[src/rtl/panel_cmd_pkg.sv]
package panel_cmd_pkg;

  localparam int ADDR_W = 5;

  localparam logic [ADDR_W-1:0] A_CTRL    = 5'd0;
  localparam logic [ADDR_W-1:0] A_PIXCNT  = 5'd1;
  localparam logic [ADDR_W-1:0] A_SYSSTAT = 5'd2;
  localparam logic [ADDR_W-1:0] A_CMD     = 5'd3;
  localparam logic [ADDR_W-1:0] A_PARAM   = 5'd4;
  localparam logic [ADDR_W-1:0] A_DATA    = 5'd5;
  localparam logic [ADDR_W-1:0] A_STATUS  = 5'd6;
  localparam logic [ADDR_W-1:0] A_IRQ     = 5'd7;
  localparam logic [ADDR_W-1:0] A_CFG0    = 5'd8;
  localparam logic [ADDR_W-1:0] A_TIME0   = 5'd10;
  localparam logic [ADDR_W-1:0] A_DCYC0   = 5'd14;
  localparam logic [ADDR_W-1:0] A_VSYNC   = 5'd20;
  localparam logic [ADDR_W-1:0] A_HSYNC   = 5'd21;
  localparam logic [ADDR_W-1:0] A_RXBUF   = 5'd22;

  localparam int NUM_CFG  = 2;
  localparam int NUM_TIME = 4;
  localparam int NUM_DCYC = 6;

  localparam logic [31:0] CFG_MASK   = 32'h003F_1FFF;
  localparam logic [31:0] CFG_RESET  = 32'h0031_0000;
  localparam logic [31:0] CFG_BLOCK  = 32'h0000_000C;
  localparam logic [31:0] ONOFF_MASK = 32'h3FFF_FFFF;
  localparam logic [31:0] CYCLE_MASK = 32'h0FFF_FFFF;
  localparam logic [31:0] DCYC_MASK  = 32'h0F1F_0F1F;
  localparam logic [31:0] SYNC_MASK  = 32'h0000_FFFF;

  typedef enum logic [1:0] {
    LK_IDLE,
    LK_LOW_MORE,
    LK_LOW_LAST,
    LK_HIGH
  } linkState_e;

  typedef struct packed {
    logic regWrite;
    logic decCnt;
    logic latchRx;
    logic rxIsData;
    logic loadLink;
    logic linkFlag;
    logic selHigh;
  } ctrlStrobe_t;

endpackage

[src/rtl/panel_cmd_ctrl.sv]
module panel_cmd_ctrl
  import panel_cmd_pkg::*;
#(
  parameter int CHIPS = 2
) (
  input  logic              clk,
  input  logic              rstN,
  input  logic              busSel,
  input  logic              busWr,
  input  logic [ADDR_W-1:0] busAddr,
  input  logic              wEnable,
  input  logic              wBypass,
  input  logic              wStart,
  input  logic              ifMode,
  input  logic [CHIPS-1:0]  csBits,
  input  logic              cntIsZero,
  input  logic              cntIsOne,
  input  logic              cfgConflict,
  input  logic              chipReady,
  output logic              busReady,
  output logic              chipValid,
  output logic              busy,
  output logic              frameDone,
  output ctrlStrobe_t       stb
);

  linkState_e linkState, linkNext;

  logic acc, wrAcc, rdAcc;
  logic isWordWrite, sendWord;
  logic startReq, startOk, decEvent, finish;

  assign busReady = (linkState == LK_IDLE);
  assign chipValid = (linkState != LK_IDLE);

  assign acc = busSel & busReady;
  assign wrAcc = acc & busWr;
  assign rdAcc = acc & ~busWr;

  assign isWordWrite = (busAddr == A_CMD) | (busAddr == A_PARAM) | (busAddr == A_DATA);
  assign sendWord = wrAcc & isWordWrite & (|csBits);

  assign decEvent = (wrAcc & (busAddr == A_DATA)) |
                    (rdAcc & ((busAddr == A_DATA) | (busAddr == A_STATUS)));

  assign startReq = wrAcc & (busAddr == A_CTRL) & wStart;
  assign startOk = startReq & wEnable & ~wBypass & ifMode & ~cfgConflict & ~busy;
  assign finish = busy & decEvent & cntIsOne;

  always_comb begin
    stb.regWrite = wrAcc;
    stb.decCnt   = decEvent;
    stb.latchRx  = rdAcc & ((busAddr == A_DATA) | (busAddr == A_STATUS));
    stb.rxIsData = (busAddr == A_DATA);
    stb.loadLink = sendWord;
    stb.linkFlag = (busAddr != A_CMD);
    stb.selHigh  = (linkState == LK_HIGH);
  end

  always_comb begin
    linkNext = linkState;
    unique case (linkState)
      LK_IDLE:     if (sendWord) linkNext = (busAddr == A_DATA) ? LK_LOW_MORE : LK_LOW_LAST;
      LK_LOW_MORE: if (chipReady) linkNext = LK_HIGH;
      LK_LOW_LAST: if (chipReady) linkNext = LK_IDLE;
      LK_HIGH:     if (chipReady) linkNext = LK_IDLE;
      default:     linkNext = LK_IDLE;
    endcase
  end

  always_ff @(posedge clk) begin
    if (!rstN) begin
      linkState <= LK_IDLE;
      busy      <= 1'b0;
      frameDone <= 1'b0;
    end else begin
      linkState <= linkNext;
      if (startOk) busy <= ~cntIsZero;
      else if (finish) busy <= 1'b0;
      if (finish | (startOk & cntIsZero)) frameDone <= 1'b1;
      else if (wrAcc & (busAddr == A_IRQ) & wEnable) frameDone <= 1'b0;
    end
  end

  assert_hold_valid_R6 : assert property (@(posedge clk) disable iff (!rstN)
    chipValid && !chipReady |=> chipValid);

  assert_link_from_write_R4 : assert property (@(posedge clk) disable iff (!rstN)
    $rose(chipValid) |-> $past(busSel && busWr));

  assert_done_on_finish_R9 : assert property (@(posedge clk) disable iff (!rstN)
    $fell(busy) |-> frameDone);

  assert_start_gate_R8 : assert property (@(posedge clk) disable iff (!rstN)
    $rose(busy) |-> $past(ifMode && busSel && busWr && !cfgConflict));

endmodule

[src/rtl/panel_cmd_dpath.sv]
module panel_cmd_dpath
  import panel_cmd_pkg::*;
#(
  parameter int CHIPS  = 2,
  parameter int WORD_W = 16,
  parameter int CNT_W  = 32
) (
  input  logic                    clk,
  input  logic                    rstN,
  input  ctrlStrobe_t             stb,
  input  logic [ADDR_W-1:0]       busAddr,
  input  logic [2*WORD_W-1:0]     busWdata,
  input  logic                    busy,
  input  logic                    frameDone,
  input  logic [CHIPS*WORD_W-1:0] chipRdWord,
  output logic [2*WORD_W-1:0]     busRdata,
  output logic [CHIPS-1:0]        csBits,
  output logic                    cntIsZero,
  output logic                    cntIsOne,
  output logic                    cfgConflict,
  output logic [CHIPS-1:0]        chipMask,
  output logic                    chipDcx,
  output logic [WORD_W-1:0]       chipWord
);

  localparam int BUS_W  = 2 * WORD_W;
  localparam int CTRL_W = 2 + CHIPS;
  localparam logic [CTRL_W-1:0] CTRL_RESET = CTRL_W'(2);

  logic [CTRL_W-1:0] ctrlReg;
  logic [CNT_W-1:0]  pixCnt;
  logic [BUS_W-1:0]  cfgReg  [NUM_CFG];
  logic [BUS_W-1:0]  timeReg [NUM_TIME];
  logic [BUS_W-1:0]  dcycReg [NUM_DCYC];
  logic [BUS_W-1:0]  vsyncReg, hsyncReg;
  logic [WORD_W-1:0] rxWord;
  logic              rxFlag;
  logic [BUS_W-1:0]  linkWord;
  logic              linkFlag;
  logic [CHIPS-1:0]  linkMask;
  logic              selHit;
  logic [WORD_W-1:0] selWord;

  assign csBits      = ctrlReg[CTRL_W-1:2];
  assign cntIsZero   = (pixCnt == '0);
  assign cntIsOne    = (pixCnt == CNT_W'(1));
  assign cfgConflict = |(cfgReg[0] & cfgReg[1] & CFG_BLOCK);

  assign chipMask = linkMask;
  assign chipDcx  = linkFlag;
  assign chipWord = stb.selHigh ? linkWord[BUS_W-1:WORD_W] : linkWord[WORD_W-1:0];

  // Lowest-numbered selected chip wins the read.
  always_comb begin
    selHit  = 1'b0;
    selWord = '0;
    for (int i = CHIPS - 1; i >= 0; i--) begin
      if (csBits[i]) begin
        selHit  = 1'b1;
        selWord = chipRdWord[i*WORD_W +: WORD_W];
      end
    end
  end

  always_ff @(posedge clk) begin
    if (!rstN) begin
      ctrlReg  <= CTRL_RESET;
      pixCnt   <= '0;
      vsyncReg <= '0;
      hsyncReg <= '0;
      rxWord   <= '0;
      rxFlag   <= 1'b0;
      linkWord <= '0;
      linkFlag <= 1'b0;
      linkMask <= '0;
      for (int i = 0; i < NUM_CFG; i++) cfgReg[i] <= CFG_RESET;
      for (int i = 0; i < NUM_TIME; i++) timeReg[i] <= '0;
      for (int i = 0; i < NUM_DCYC; i++) dcycReg[i] <= '0;
    end else begin
      if (stb.regWrite) begin
        if (busAddr == A_CTRL) ctrlReg <= busWdata[CTRL_W-1:0];
        if (busAddr == A_VSYNC) vsyncReg <= busWdata & SYNC_MASK;
        if (busAddr == A_HSYNC) hsyncReg <= busWdata & SYNC_MASK;
        for (int i = 0; i < NUM_CFG; i++)
          if (busAddr == A_CFG0 + ADDR_W'(i)) cfgReg[i] <= busWdata & CFG_MASK;
        for (int i = 0; i < NUM_TIME; i++)
          if (busAddr == A_TIME0 + ADDR_W'(i))
            timeReg[i] <= busWdata & (((i % 2) == 0) ? ONOFF_MASK : CYCLE_MASK);
        for (int i = 0; i < NUM_DCYC; i++)
          if (busAddr == A_DCYC0 + ADDR_W'(i)) dcycReg[i] <= busWdata & DCYC_MASK;
      end
      if (stb.regWrite && busAddr == A_PIXCNT) pixCnt <= busWdata[CNT_W-1:0];
      else if (stb.decCnt) pixCnt <= pixCnt - 1'b1;
      if (stb.latchRx && selHit) begin
        rxWord <= selWord;
        rxFlag <= stb.rxIsData;
      end
      if (stb.loadLink) begin
        linkWord <= busWdata;
        linkFlag <= stb.linkFlag;
        linkMask <= csBits;
      end
    end
  end

  always_comb begin
    busRdata = '0;
    if (busAddr == A_CTRL) busRdata = BUS_W'(ctrlReg);
    if (busAddr == A_PIXCNT) busRdata = BUS_W'(pixCnt);
    if (busAddr == A_SYSSTAT) busRdata = BUS_W'({busy, 8'h01});
    if (busAddr == A_DATA || busAddr == A_STATUS) busRdata = BUS_W'(selWord);
    if (busAddr == A_IRQ) busRdata = BUS_W'(frameDone);
    if (busAddr == A_VSYNC) busRdata = vsyncReg;
    if (busAddr == A_HSYNC) busRdata = hsyncReg;
    if (busAddr == A_RXBUF) busRdata = BUS_W'({rxFlag, rxWord});
    for (int i = 0; i < NUM_CFG; i++)
      if (busAddr == A_CFG0 + ADDR_W'(i)) busRdata = cfgReg[i];
    for (int i = 0; i < NUM_TIME; i++)
      if (busAddr == A_TIME0 + ADDR_W'(i)) busRdata = timeReg[i];
    for (int i = 0; i < NUM_DCYC; i++)
      if (busAddr == A_DCYC0 + ADDR_W'(i)) busRdata = dcycReg[i];
  end

  assert_rx_latch_R12 : assert property (@(posedge clk) disable iff (!rstN)
    stb.latchRx && csBits[0] |=> rxWord == $past(chipRdWord[WORD_W-1:0]));

  assert_count_drain_R7 : assert property (@(posedge clk) disable iff (!rstN)
    stb.decCnt && cntIsOne && !(stb.regWrite && busAddr == A_PIXCNT) |=> cntIsZero);

endmodule

[src/rtl/panel_cmd_port.sv]
module panel_cmd_port
  import panel_cmd_pkg::*;
#(
  parameter int CHIPS  = 2,
  parameter int WORD_W = 16,
  parameter int CNT_W  = 32
) (
  input  logic                    clk,
  input  logic                    rstN,
  input  logic                    busSel,
  input  logic                    busWr,
  input  logic [ADDR_W-1:0]       busAddr,
  input  logic [2*WORD_W-1:0]     busWdata,
  output logic                    busReady,
  output logic [2*WORD_W-1:0]     busRdata,
  input  logic                    ifMode,
  input  logic [CHIPS*WORD_W-1:0] chipRdWord,
  output logic                    chipValid,
  input  logic                    chipReady,
  output logic [CHIPS-1:0]        chipMask,
  output logic                    chipDcx,
  output logic [WORD_W-1:0]       chipWord,
  output logic                    frameIrq
);

  ctrlStrobe_t      stb;
  logic [CHIPS-1:0] csBits;
  logic             cntIsZero, cntIsOne, cfgConflict;
  logic             busy, frameDone;

  assign frameIrq = frameDone;

  panel_cmd_ctrl #(.CHIPS(CHIPS)) u_ctrl (
    .clk(clk), .rstN(rstN),
    .busSel(busSel), .busWr(busWr), .busAddr(busAddr),
    .wEnable(busWdata[0]), .wBypass(busWdata[1]), .wStart(busWdata[4]),
    .ifMode(ifMode), .csBits(csBits),
    .cntIsZero(cntIsZero), .cntIsOne(cntIsOne), .cfgConflict(cfgConflict),
    .chipReady(chipReady), .busReady(busReady), .chipValid(chipValid),
    .busy(busy), .frameDone(frameDone), .stb(stb)
  );

  panel_cmd_dpath #(.CHIPS(CHIPS), .WORD_W(WORD_W), .CNT_W(CNT_W)) u_dpath (
    .clk(clk), .rstN(rstN), .stb(stb),
    .busAddr(busAddr), .busWdata(busWdata),
    .busy(busy), .frameDone(frameDone), .chipRdWord(chipRdWord),
    .busRdata(busRdata), .csBits(csBits),
    .cntIsZero(cntIsZero), .cntIsOne(cntIsOne), .cfgConflict(cfgConflict),
    .chipMask(chipMask), .chipDcx(chipDcx), .chipWord(chipWord)
  );

endmodule

[config.mk]
export PLATFORM = sky130hd
export DESIGN_NAME = panel_cmd_port
export DESIGN_NICKNAME = d
export VERILOG_FILES = /design/src/rtl/panel_cmd_pkg.sv /design/src/rtl/panel_cmd_ctrl.sv /design/src/rtl/panel_cmd_dpath.sv /design/src/rtl/panel_cmd_port.sv
export SDC_FILE = /design/constraint.sdc
export NUM_CORES = 1
export LEC_CHECK = 0
export BUFFER_PORTS_ARGS = -buffer_cell sky130_fd_sc_hd__buf_2
export CORE_MARGIN = 2
export CORE_UTILIZATION = 45
export DETAILED_ROUTE_END_ITERATION = 8
export GPL_TIMING_DRIVEN = 0
export SYNTH_ARGS = -nofsm -noshare
export SYNTH_HDL_FRONTEND = slang
export SYNTH_HIERARCHICAL = 1
export SYNTH_SLANG_ARGS = --single-unit
[constraint.sdc]
create_clock -name clk -period 3.86 [get_ports clk]
set_input_delay 0.386 -clock clk [delete_from_list [all_inputs] [get_ports clk]]
set_output_delay 0.386 -clock clk [all_outputs]
set_load 0.02 [all_outputs]
==> results.py <==
metrics = {
    "power": {
        "p_sw_uw": 2400,
        "vdd_drop_max_mv": 0.326,
        "seq_power_share_pct": 49.0,
        "comb_power_share_pct": 9.5,
        "intPower_uw": 7040,
        "total_power_uw": 9440,
        "p_per_area_nw_per_um2": 430,
        "clockPowerShare_pct": 41.4,
        "switching_share_pct": 25.4,
        "power_leakage_uw": 0.00794,
    },
    "synthesis": {
        "yosys-top-cells-area": "edfxtp_1, dfxtp_1, and2_1, nand2_1, o21ai_0",
        "synth_largest_area_cell": "edfxtp_1",
        "synth_edf_count": 262,
        "async_reset_ff_share_pct": 0,
        "yosysSeqAreaShare_pct": 54.2,
        "synthFlopType": "edfxtp_1",
        "synth_warnings": 6,
        "ys_seq_elements": 386,
        "synth_cell_types": 85,
        "netlist_instances": 1789,
        "syn-num-nets": 1866,
        "synth_top_area_share_pct": 41.2,
        "netlist_area_um2": 19100,
        "synth.avg_cell_area_um2": 10.7,
    },
    "global_routing": {
        "grt_pass1_wl_um": 104000,
        "overflow": 0,
        "grt_use_total_pct": 32.9,
        "grt_max_degree": 31,
        "grt_antenna_before_repair": 1,
        "grt_pass1_vias": 15197,
    },
    "hold_path": {
        "hold_path_class": "primary input to register",
        "min_from": "busWdata[31]",
        "min_path_cells": 3,
        "hold_end": "u_dpath/linkWord[31]",
    },
    "cells_and_area": {
        "n_antenna_cell": 0,
        "nNetsFinal": 2045,
        "drive_above_1_share_pct": 15.5,
        "utilization_pct": 52.4,
        "syn_to_final_growth_pct": 15.1,
    },
    "clock_tree": {
        "htree_levels": 2,
        "cts.path.max_buffers": 3,
        "path_clk_slew_ns": 0.06,
        "clkLatencyLatePin_ns": 0.57,
        "cts_root_buf": "clkbuf_16",
        "ctsHoldBuffers": 0,
        "numClockSinks": 386,
        "cts_tree": "yes",
        "cts_buffers": 44,
    },
    "setup_path": {
        "cp-end-kind": "output pin",
        "arrival_ns": 3.57,
        "r2r_cells": 7,
        "r2r-start": "u_ctrl/linkState[1]",
        "crit_start": "busAddr[0]",
        "crit_fanout": 17,
        "cp-start-kind": "primary input",
        "r2r_slack_ns": 0.16,
        "crit-reg2reg-capture": "u_dpath/timeReg[3][8]",
        "setup.worst_path.class": "primary input to output pin",
        "required_ns": 3.47,
    },
    "placed_design": {
        "place_congestion": 0.984,
        "dp_hpwl_um": 52800,
        "dpl_worst_slack_ns": -0.743,
        "portBuffers": 128,
    },
    "sta": {
        "finalSetupViolations": 3,
        "drv_slew": 0,
        "max_slew.worst_pin.slew_ns": 1.08,
        "finClkSkew_ns": 0.0140,
        "setup_ws_ns": -0.101,
        "period_share_pct": 103,
        "clock.fmax_ghz": 0.252,
        "rsz0062_at_grt": "true",
        "hold_ws_ns": 0.0959,
        "slew_headroom_pct": 27.3,
        "setup_tns_ns": -0.191,
        "hold_viol": 0,
        "fin_crit_ns": 3.96,
    },
    "floorplan": {
        "ios": 129,
        "dieArea_um2": 44100,
        "coreArea_um2": 41900,
        "initial_core_util_pct": 45.5,
        "die_h_um": 210,
        "die_x_um": 210,
        "core.rowCount": 75,
    },
    "drt": {
        "drc": 0,
        "vias_per_cell": 6.23,
        "ant_nets": 0,
        "dr_total_vias": 15821,
        "dr.pass1.iters": 6,
        "drt_iter0_markers": 2016,
        "wl_um": 72700,
        "wire_per_inst_um": 28.6,
    },
    "run_status": {
        "violations": "setup timing",
        "status": "finished with violations",
    },
    "flow_run": {
        "drv_cap": 0,
    },
}
[cell families (layout without fill, tap and decap cells)]
kind of cell,count (synthesis),after routing,share of synthesized area (%)
buf+inv,158,370,3.38
mux,93,93,6.14
fa+ha+maj,2,2,0.131
simple gates,693,693,20.0
flops,386,386,54.2
compound gates,428,428,14.8
xor+xnor,29,29,1.33
[state kept, by name, summed over array words and instances (netlist names)]
name              count
u_dpath/linkWord     32
u_dpath/dcycReg     108
u_dpath/ctrlReg       4
u_dpath/cfgReg       38
u_dpath/rxFlag        1
u_ctrl/frameDone      1
u_ctrl/linkState      2
u_dpath/hsyncReg     16
u_dpath/chipMask      2
u_dpath/rxWord       16
u_dpath/pixCnt       32
u_ctrl/busy           1
u_dpath/chipDcx       1
u_dpath/vsyncReg     16
u_dpath/timeReg     116
[cell usage in the layout (no fill, tap or decap), types with 26 or more instances in the layout]
cell       netlist  final
edfxtp_1       262    262
a21oi_1         83     83
clkbuf_1       111    111
nor2b_1         62     62
mux2i_1         52     52
o21ai_0        111    105
nand2_1        175    171
clkbuf_16        0     45
and2_1         247    247
dfxtp_1        124    124
a21boi_0        35     35
nand3_1         30     30
a22oi_1         26     26
buf_2           21    151
nor2_1          72     69
o22ai_1         33     33
[per-stage QoR]
stage	instance area, um2	instances
6_report	22000	2540
3_3_place_gp	20400	2456
3_5_place_dp	20600	2464
4_1_cts	22000	2542
5_1_grt	22000	2540
2_1_floorplan	19100	1789
[power groups by stage]
stage                     clock, uW  sequential (uW)  combinational, uW
after floorplan                   0             4690                459
after global placement            0             4720                838
after detailed placement          0             4720                872
after CTS                      3950             4630                875
after global routing           4110             4640                934
final                          3910             4630                899
[Yosys cell counts, drive strengths merged (13+ instances only)]
cell type and number:
o22ai 33, a21boi 35, a22oi 26, mux4 17, o21ai 112, a211oi 13
o211ai 13, and2 248, nor3 24, mux2 24, xnor2 24, a221oi 16
nand2 175, buf 36, nand2b 16, nor2b 62, clkbuf 111, a21oi 83
o211a 14, mux2i 52, edfxtp 262, nand3 30, a22o 13, nor2 74
dfxtp 124
[area by class of cell]
cell class | count | area, um2
inverters | 11 | 41.3
repair buffers | 136 | 821
flip-flops and latches | 386 | 10300
well taps | 539 | 674
clock buffers | 64 | 1230
multi-input cells | 1245 | 8160
clock inverters | 15 | 97.6
plain buffers | 144 | 619
fillers | 3807 | 20000
[worst max-delay path, stage by stage]
cell and delay (ns):
buf_2 0.35, buf_2 0.42, buf_2 0.51, buf_2 0.49, o21ai_0 0.29, a21oi_1 0.34
a21oi_1 0.15, o211ai_1 0.36, buf_2 0.24
[layer usage]
layer  vias to the layer above  global-route usage [%]  wire length (um)
met5                         -                       0                 0
met4                         0                    13.5              3070
met3                       186                    5.56              6900
met2                       898                    51.8             33000
met1                      7862                    45.2             29800
li1                       6875                       -                 -
[worst max-delay path by stage]
| stage | to | slack, ns | cells past startpoint |
|---|---|---|---|
| 3_3_place_gp | u_dpath/dcycReg[5][16] | -1.72 | 7 |
| 3_5_place_dp | busRdata[20] | -0.74 | 10 |
| 6_report | busRdata[20] | -0.10 | 9 |
| 2_1_floorplan | u_dpath/dcycReg[4][0] | 0.77 | 6 |
| 4_1_cts | busRdata[26] | 0.004 | 9 |
| 5_1_grt | busRdata[26] | -0.02 | 10 |
[what timing repair did]
action,CTS,global route
endpoints found under the setup margin,25,21
gates resized for setup,8,25
cloned,0,0
setup buffers,0,0
No activity file was read; power rests on OpenSTA's default activity.
